### src/rtl/cgr_pkg.sv
package cgr_pkg;
  localparam int SRC_W = 5;
  localparam int DECADES = 5;
  localparam int CHIPS_PER_GROUP = 2;
  localparam int CH_PER_CHIP = 3;

  typedef logic [SRC_W-1:0] src_t;

  localparam src_t CLK_SRC_PIN   = 5'd0;
  localparam src_t CLK_SRC_FAST  = 5'd11;
  localparam src_t GATE_SRC_HIGH = 5'd0;
  localparam src_t GATE_SRC_PIN  = 5'd1;

  localparam logic [7:0] CLK_SEL_BASE  = 8'h18;
  localparam logic [7:0] GATE_SEL_BASE = 8'h1B;

  // high code bits sit in [7:6], low code bits in [2:0]
  function automatic src_t unpack_src(input logic [7:0] b);
    return {b[7:6], b[2:0]};
  endfunction
endpackage

### src/rtl/cgr_strobe_div.sv
module cgr_strobe_div #(
  parameter int RATIO = 10
) (
  input  logic clk,
  input  logic rst_n,
  input  logic in_stb,
  output logic out_stb
);
  localparam int CW = (RATIO > 1) ? $clog2(RATIO) : 1;
  localparam logic [CW-1:0] LAST = CW'(RATIO - 1);

  logic [CW-1:0] cnt_q, cnt_d;
  logic          out_d;

  always_comb begin
    cnt_d = cnt_q;
    out_d = 1'b0;
    if (in_stb) begin
      if (cnt_q == LAST) begin
        cnt_d = '0;
        out_d = 1'b1;
      end else begin
        cnt_d = cnt_q + 1'b1;
      end
    end
  end

  always_ff @(posedge clk or negedge rst_n) begin
    if (!rst_n) begin
      cnt_q   <= '0;
      out_stb <= 1'b0;
    end else begin
      cnt_q   <= cnt_d;
      out_stb <= out_d;
    end
  end
endmodule

### src/rtl/cgr_tick_gen.sv
module cgr_tick_gen #(
  parameter int PRE_DIV = 2
) (
  input  logic                      clk,
  input  logic                      rst_n,
  output logic [cgr_pkg::DECADES:0] tick
);
  // tick[0]: fast base, one per PRE_DIV cycles
  // tick[1]: half of fast base; tick[k>1]: tick[k-1] / 10
  for (genvar k = 0; k <= cgr_pkg::DECADES; k++) begin : g_stage
    if (k == 0) begin : g_pre
      cgr_strobe_div #(.RATIO(PRE_DIV)) u_div (
        .clk    (clk),
        .rst_n  (rst_n),
        .in_stb (1'b1),
        .out_stb(tick[0])
      );
    end else begin : g_dec
      cgr_strobe_div #(.RATIO((k == 1) ? 2 : 10)) u_div (
        .clk    (clk),
        .rst_n  (rst_n),
        .in_stb (tick[k-1]),
        .out_stb(tick[k])
      );
    end
  end
endmodule

### src/rtl/cgr_chan_route.sv
module cgr_chan_route
  import cgr_pkg::*;
(
  input  logic             clk,
  input  logic             rst_n,
  input  logic             enh_mode,
  input  logic             wr_clk,
  input  logic             wr_gate,
  input  src_t             wr_src,
  input  logic             ext_clk,
  input  logic             ext_gate,
  input  logic [DECADES:0] tick,
  output logic             clk_en,
  output logic             gate,
  output src_t             clk_code,
  output src_t             gate_code
);
  src_t clk_code_d, gate_code_d;
  logic clk_legal, gate_legal;

  always_comb begin
    clk_code_d  = wr_clk  ? wr_src : clk_code;
    gate_code_d = wr_gate ? wr_src : gate_code;
  end

  always_ff @(posedge clk or negedge rst_n) begin
    if (!rst_n) begin
      clk_code  <= CLK_SRC_PIN;
      gate_code <= GATE_SRC_HIGH;
    end else begin
      clk_code  <= clk_code_d;
      gate_code <= gate_code_d;
    end
  end

  assign clk_legal  = enh_mode || (clk_code[SRC_W-1:3] == '0);
  assign gate_legal = enh_mode || (gate_code[SRC_W-1:3] == '0);

  always_comb begin
    clk_en = 1'b0;
    if (clk_legal) begin
      if (clk_code == CLK_SRC_PIN) clk_en = ext_clk;
      if (clk_code == CLK_SRC_FAST) clk_en = tick[0];
      for (int k = 1; k <= DECADES; k++) begin
        if (clk_code == src_t'(k)) clk_en = tick[k];
      end
    end
  end

  always_comb begin
    gate = 1'b0;
    if (gate_legal) begin
      if (gate_code == GATE_SRC_HIGH) gate = 1'b1;
      else if (gate_code == GATE_SRC_PIN) gate = ext_gate;
    end
  end
endmodule

### src/rtl/clk_gate_router.sv
module clk_gate_router
  import cgr_pkg::*;
#(
  parameter int NUM_GROUPS = 1,
  parameter int PRE_DIV    = 2
) (
  input  logic                           clk,
  input  logic                           rst_n,
  input  logic                           enh_mode,
  input  logic                           wr_en,
  input  logic [7:0]                     wr_addr,
  input  logic [7:0]                     wr_data,
  input  logic [NUM_GROUPS*CHIPS_PER_GROUP*CH_PER_CHIP-1:0] ext_clk,
  input  logic [NUM_GROUPS*CHIPS_PER_GROUP*CH_PER_CHIP-1:0] ext_gate,
  output logic [NUM_GROUPS*CHIPS_PER_GROUP*CH_PER_CHIP-1:0] ctr_clk_en,
  output logic [NUM_GROUPS*CHIPS_PER_GROUP*CH_PER_CHIP-1:0] ctr_gate
);
  localparam int CH_PER_GRP = CHIPS_PER_GROUP * CH_PER_CHIP;
  localparam int NCH        = NUM_GROUPS * CH_PER_GRP;
  localparam int NTICK      = DECADES + 1;

  logic [1:0]                rst_pipe;
  logic                      rst_q;
  logic [NTICK-1:0]          tick;
  src_t                      wr_src;
  logic [NCH-1:0][SRC_W-1:0] clk_code_w;
  logic [NCH-1:0][SRC_W-1:0] gate_code_w;

  // asynchronous assert, synchronous release
  always_ff @(posedge clk or negedge rst_n) begin
    if (!rst_n) rst_pipe <= 2'b00;
    else        rst_pipe <= {rst_pipe[0], 1'b1};
  end
  assign rst_q = rst_pipe[1];

  assign wr_src = unpack_src(wr_data);

  cgr_tick_gen #(.PRE_DIV(PRE_DIV)) u_ticks (
    .clk  (clk),
    .rst_n(rst_q),
    .tick (tick)
  );

  for (genvar i = 0; i < NCH; i++) begin : g_ch
    localparam int GRP  = i / CH_PER_GRP;
    localparam int CHIP = (i % CH_PER_GRP) / CH_PER_CHIP;
    localparam int CHN  = i % CH_PER_CHIP;

    logic sel_match, wr_clk_s, wr_gate_s;

    assign sel_match = (wr_data[5] == 1'(CHIP)) && (wr_data[4:3] == 2'(CHN));
    assign wr_clk_s  = wr_en && sel_match && (wr_addr == CLK_SEL_BASE + 8'(GRP));
    assign wr_gate_s = wr_en && sel_match && (wr_addr == GATE_SEL_BASE + 8'(GRP));

    cgr_chan_route u_route (
      .clk      (clk),
      .rst_n    (rst_q),
      .enh_mode (enh_mode),
      .wr_clk   (wr_clk_s),
      .wr_gate  (wr_gate_s),
      .wr_src   (wr_src),
      .ext_clk  (ext_clk[i]),
      .ext_gate (ext_gate[i]),
      .tick     (tick),
      .clk_en   (ctr_clk_en[i]),
      .gate     (ctr_gate[i]),
      .clk_code (clk_code_w[i]),
      .gate_code(gate_code_w[i])
    );
  end
endmodule

### config.mk
export PLATFORM = sky130hd
export DESIGN_NAME = clk_gate_router
export DESIGN_NICKNAME = d
export VERILOG_FILES = /design/src/rtl/cgr_pkg.sv /design/src/rtl/cgr_strobe_div.sv /design/src/rtl/cgr_tick_gen.sv /design/src/rtl/cgr_chan_route.sv /design/src/rtl/clk_gate_router.sv
export SDC_FILE = /design/constraint.sdc
export NUM_CORES = 1
export LEC_CHECK = 0
export BUFFER_PORTS_ARGS = -buffer_cell sky130_fd_sc_hd__buf_2
export CAP_MARGIN = 30
export CORE_UTILIZATION = 26
export CTS_CLUSTER_SIZE = 28
export DETAILED_ROUTE_END_ITERATION = 12
export GPL_ROUTABILITY_DRIVEN = 0
export PLACE_DENSITY_LB_ADDON = 0.05
export REMOVE_ABC_BUFFERS = 1
export SYNTH_ARGS = -nofsm -noshare
export SYNTH_HDL_FRONTEND = slang
export SYNTH_SLANG_ARGS = --single-unit
### constraint.sdc
create_clock -name clk -period 5.4 [get_ports clk]
set_input_delay 0.81 -clock clk [delete_from_list [all_inputs] [get_ports clk]]
set_output_delay 0.81 -clock clk [all_outputs]
set_load 0.02 [all_outputs]
==> impl_metrics.env <==
export IMPL_synth_area_top_cells="dfrtp_1 (53%), mux2_2 (13%), mux2_1 (4.2%)"
export IMPL_synth_edf_count=0
export IMPL_synth_top_family_by_area="simple AND/OR/NAND/NOR gates"
export IMPL_clk_latency_ps=340
export IMPL_setup_viol=0
export IMPL_ys_types=34
export IMPL_syn_avg_cell_area_um2=11.7
export IMPL_critical_path_class="primary input to output port"
export IMPL_post_route_period_util=0.521
export IMPL_switching_power_mw=0.293
export IMPL_power_total_mw=1.41
export IMPL_slew_violations=0
export IMPL_skew_ps=5.83
export IMPL_drc=0
export IMPL_synthAdderAreaFrac=0
export IMPL_synth_compound_area_frac=0.0667
export IMPL_cap_viol_max_count=0
export IMPL_finalSetupTns_ps=0
export IMPL_status="completed"
export IMPL_drtIter0Drc=107
export IMPL_p_int_mw=1.11
export IMPL_crit_path_max_fanout=1
export IMPL_synthXorXnorAreaFrac=0.0195
export IMPL_placed_cells=555
export IMPL_critPathArrivalTime_ps=2000
export IMPL_wl_met1_um=4560
export IMPL_drtAntennaViolNets=0
export IMPL_antenna_cells=0
export IMPL_grt_pass1_vias=2692
export IMPL_cts_resized=0
export IMPL_grt_max_degree=65
export IMPL_die_w_um=127
export IMPL_worst_hold_slack_ps=211
export IMPL_synth_most_common_cell="dfrtp_1"
export IMPL_cts_sinks=86
export IMPL_period_needed_ps=2810
export IMPL_seq_power_share=0.465
export IMPL_netlist_instances=345
export IMPL_leakagePower_nw=2.26
export IMPL_power_frac_comb=0.046
export IMPL_clock_fmax_ghz=0.356
export IMPL_swShare=0.208
export IMPL_rows=45
export IMPL_crit_required_ps=4590
export IMPL_synthMuxAreaShare=0.167
export IMPL_grt_pass1_wl_um=15200
export IMPL_die_y_um=127
export IMPL_drt_pass1_iterations=4
export IMPL_synth_simple_area_share=0.167
export IMPL_final_layout_size_suffix_gt1_frac=0.298
export IMPL_ys_flop_type="dfrtp_1"
export IMPL_cts_tree="done"
export IMPL_wire_per_inst_um=16.2
export IMPL_ys_ff_latch=86
export IMPL_clock_power_share=0.489
export IMPL_initial_utilization=0.265
export IMPL_setup_ws_ps=2590
export IMPL_worstMarginPinSlew_ps=837
export IMPL_netlist_area_leader_share=0.533
export IMPL_htreeDepth=3
export IMPL_cts_setup_buffers=0
export IMPL_vias=2629
export IMPL_dp_hpwl_um=6190
export IMPL_ctsLongestPathBuffers=2
export IMPL_register_area_mm2=0.00216
export IMPL_crit_path_end_kind="output port"
export IMPL_clockRootBuffer="clkbuf_16"
export IMPL_avgViaCountPerCell=4.60
export IMPL_hold_violations=0
export IMPL_ys_top_cells_by_count="dfrtp_1 (86), mux2_2 (45), nand2_1 (24)"
export IMPL_async_reset_ff_frac=1.00
export IMPL_cellPowerDensity_mw_per_mm2=299
export IMPL_synth_top_area_cell="dfrtp_1"
export IMPL_port_buffers=43
export IMPL_nets=410
export IMPL_wl_met3_um=278
export IMPL_drt_total_wl_um=9250
export IMPL_yosys_warnings=0
export IMPL_fill_cells=1556
export IMPL_cts_buffers=9
export IMPL_grtUsageTotal=0.129
export IMPL_grt_antenna_before_repair=0
export IMPL_fin_cells=571
export IMPL_final_util=0.309
export IMPL_grt_ovfl_total=0
export IMPL_rsz0062_at_grt="no"
export IMPL_area_growth_syn_to_layout_pct=16.6
export IMPL_finish_instance_area_mm2=0.00470
export IMPL_route_met2_wl_um=4250
export IMPL_hp_class="flip-flop to async pin"
export IMPL_multi_input_area_mm2=0.00170
export IMPL_setup_worst_path_start_class="primary input"
export IMPL_placed_area_mm2=0.00437
export IMPL_reg2reg_slack_ps=4060
export IMPL_seq_area_frac_synth=0.533
export IMPL_dp_slack_ps=2570
export IMPL_clkTransAtPathRegs_ps=60
export IMPL_relSlewSlack=0.442
export IMPL_holdBufCountCts=0
export IMPL_pin_count=44
export IMPL_core_area_mm2=0.0152
export IMPL_ir_drop_uv=144
export IMPL_die_area_mm2=0.0160
export IMPL_syn_area_mm2=0.00404
export IMPL_top_layer="met4"
## placed cells by master (no fill, tap or decap), drive strengths merged
cell / n
or3: 1
or4: 6
conb: 1
o21ai: 19
nor3b: 15
a21oi: 6
o32ai: 1
and2b: 1
xor2: 5
and2: 2
or3b: 1
mux2: 60
nor4b: 1
nand4: 1
dfrtp: 86
buf: 44
a21o: 4
clkbuf: 13
clkinv: 1
inv: 14
and4b: 1
nor2b: 19
nor2: 13
and4: 6
nor3: 11
xnor2: 4
nand2b: 2
nand3b: 1
nand3: 6
bufinv: 2
nand2: 24
a2111oi: 12
## worst paths after layout
| path | startpoint | end | cells past startpoint |
|---|---|---|---|
| worst max-delay path | ext_clk[0] | ctr_clk_en[0] | 6 |
| worst min register to register | rst_pipe[1] | g_ch[0].u_route.gate_code[0] | 0 |
| worst min-delay path | rst_pipe[1] | g_ch[0].u_route.gate_code[0] | 0 |
| max in group asynchronous | rst_pipe[1] | g_ch[3].u_route.clk_code[0] | 1 |
| worst max register to register | rst_pipe[1] | g_ch[3].u_route.clk_code[0] | 1 |
| min in group clk | rst_pipe[0] | rst_pipe[1] | 0 |
## routing by layer
metal,vias to the layer above,track usage
met5,-,0
met4,0,0.0489
met3,10,0.0329
met2,37,0.207
met1,1294,0.166
li1,1288,-
## cells by family (layout without fill, tap and decap cells)
group,after synthesis,count (layout)
and+or+nand+nor,111,111
DFF,86,86
muxes,60,60
AOI/OAI and AO/OA,42,42
buffers and inverters,36,74
xor gates and xnor gates,9,9
other,1,1
## power groups by stage
| stage | clock network [mW] | registers, mW | logic [mW] |
|---|---|---|---|
| 6_report | 0.688 | 0.655 | 0.0650 |
| 5_1_grt | 0.747 | 0.655 | 0.0738 |
| 4_1_cts | 0.718 | 0.655 | 0.0690 |
| 3_5_place_dp | 0 | 0.667 | 0.0689 |
| 3_3_place_gp | 0 | 0.667 | 0.0682 |
| 2_1_floorplan | 0 | 0.671 | 0.0244 |
## worst max-delay path, cell delays in order
cell and delay (ps):
buf_2 100, nor2b_1 110, a2111oi_0 450, a2111oi_0 140
and4_1 240, buf_2 160
## registers in the layout (all words and copies together) (netlist names)
| name | count |
|---|---|
| g_ch.u_route.clk_code | 30 |
| g_ch.u_route.gate_code | 30 |
| rst_pipe | 2 |
| u_ticks.g_stage.g_dec.u_div.cnt_q | 17 |
| u_ticks.g_stage.g_dec.u_div.out_stb | 5 |
| u_ticks.g_stage.g_pre.u_div.cnt_q | 1 |
| u_ticks.g_stage.g_pre.u_div.out_stb | 1 |
## layout make-up
class / count / share of cell area
Clock buffer: 13 / 0.0574
Clock inverter: 3 / 0.0138
Inverter: 14 / 0.0112
Multi-Input combinational cell: 223 / 0.362
Sequential cell: 86 / 0.458
Tap cell: 188 / 0.0500
Timing Repair Buffer: 44 / 0.0473
(Power assumes the default switching activity.)
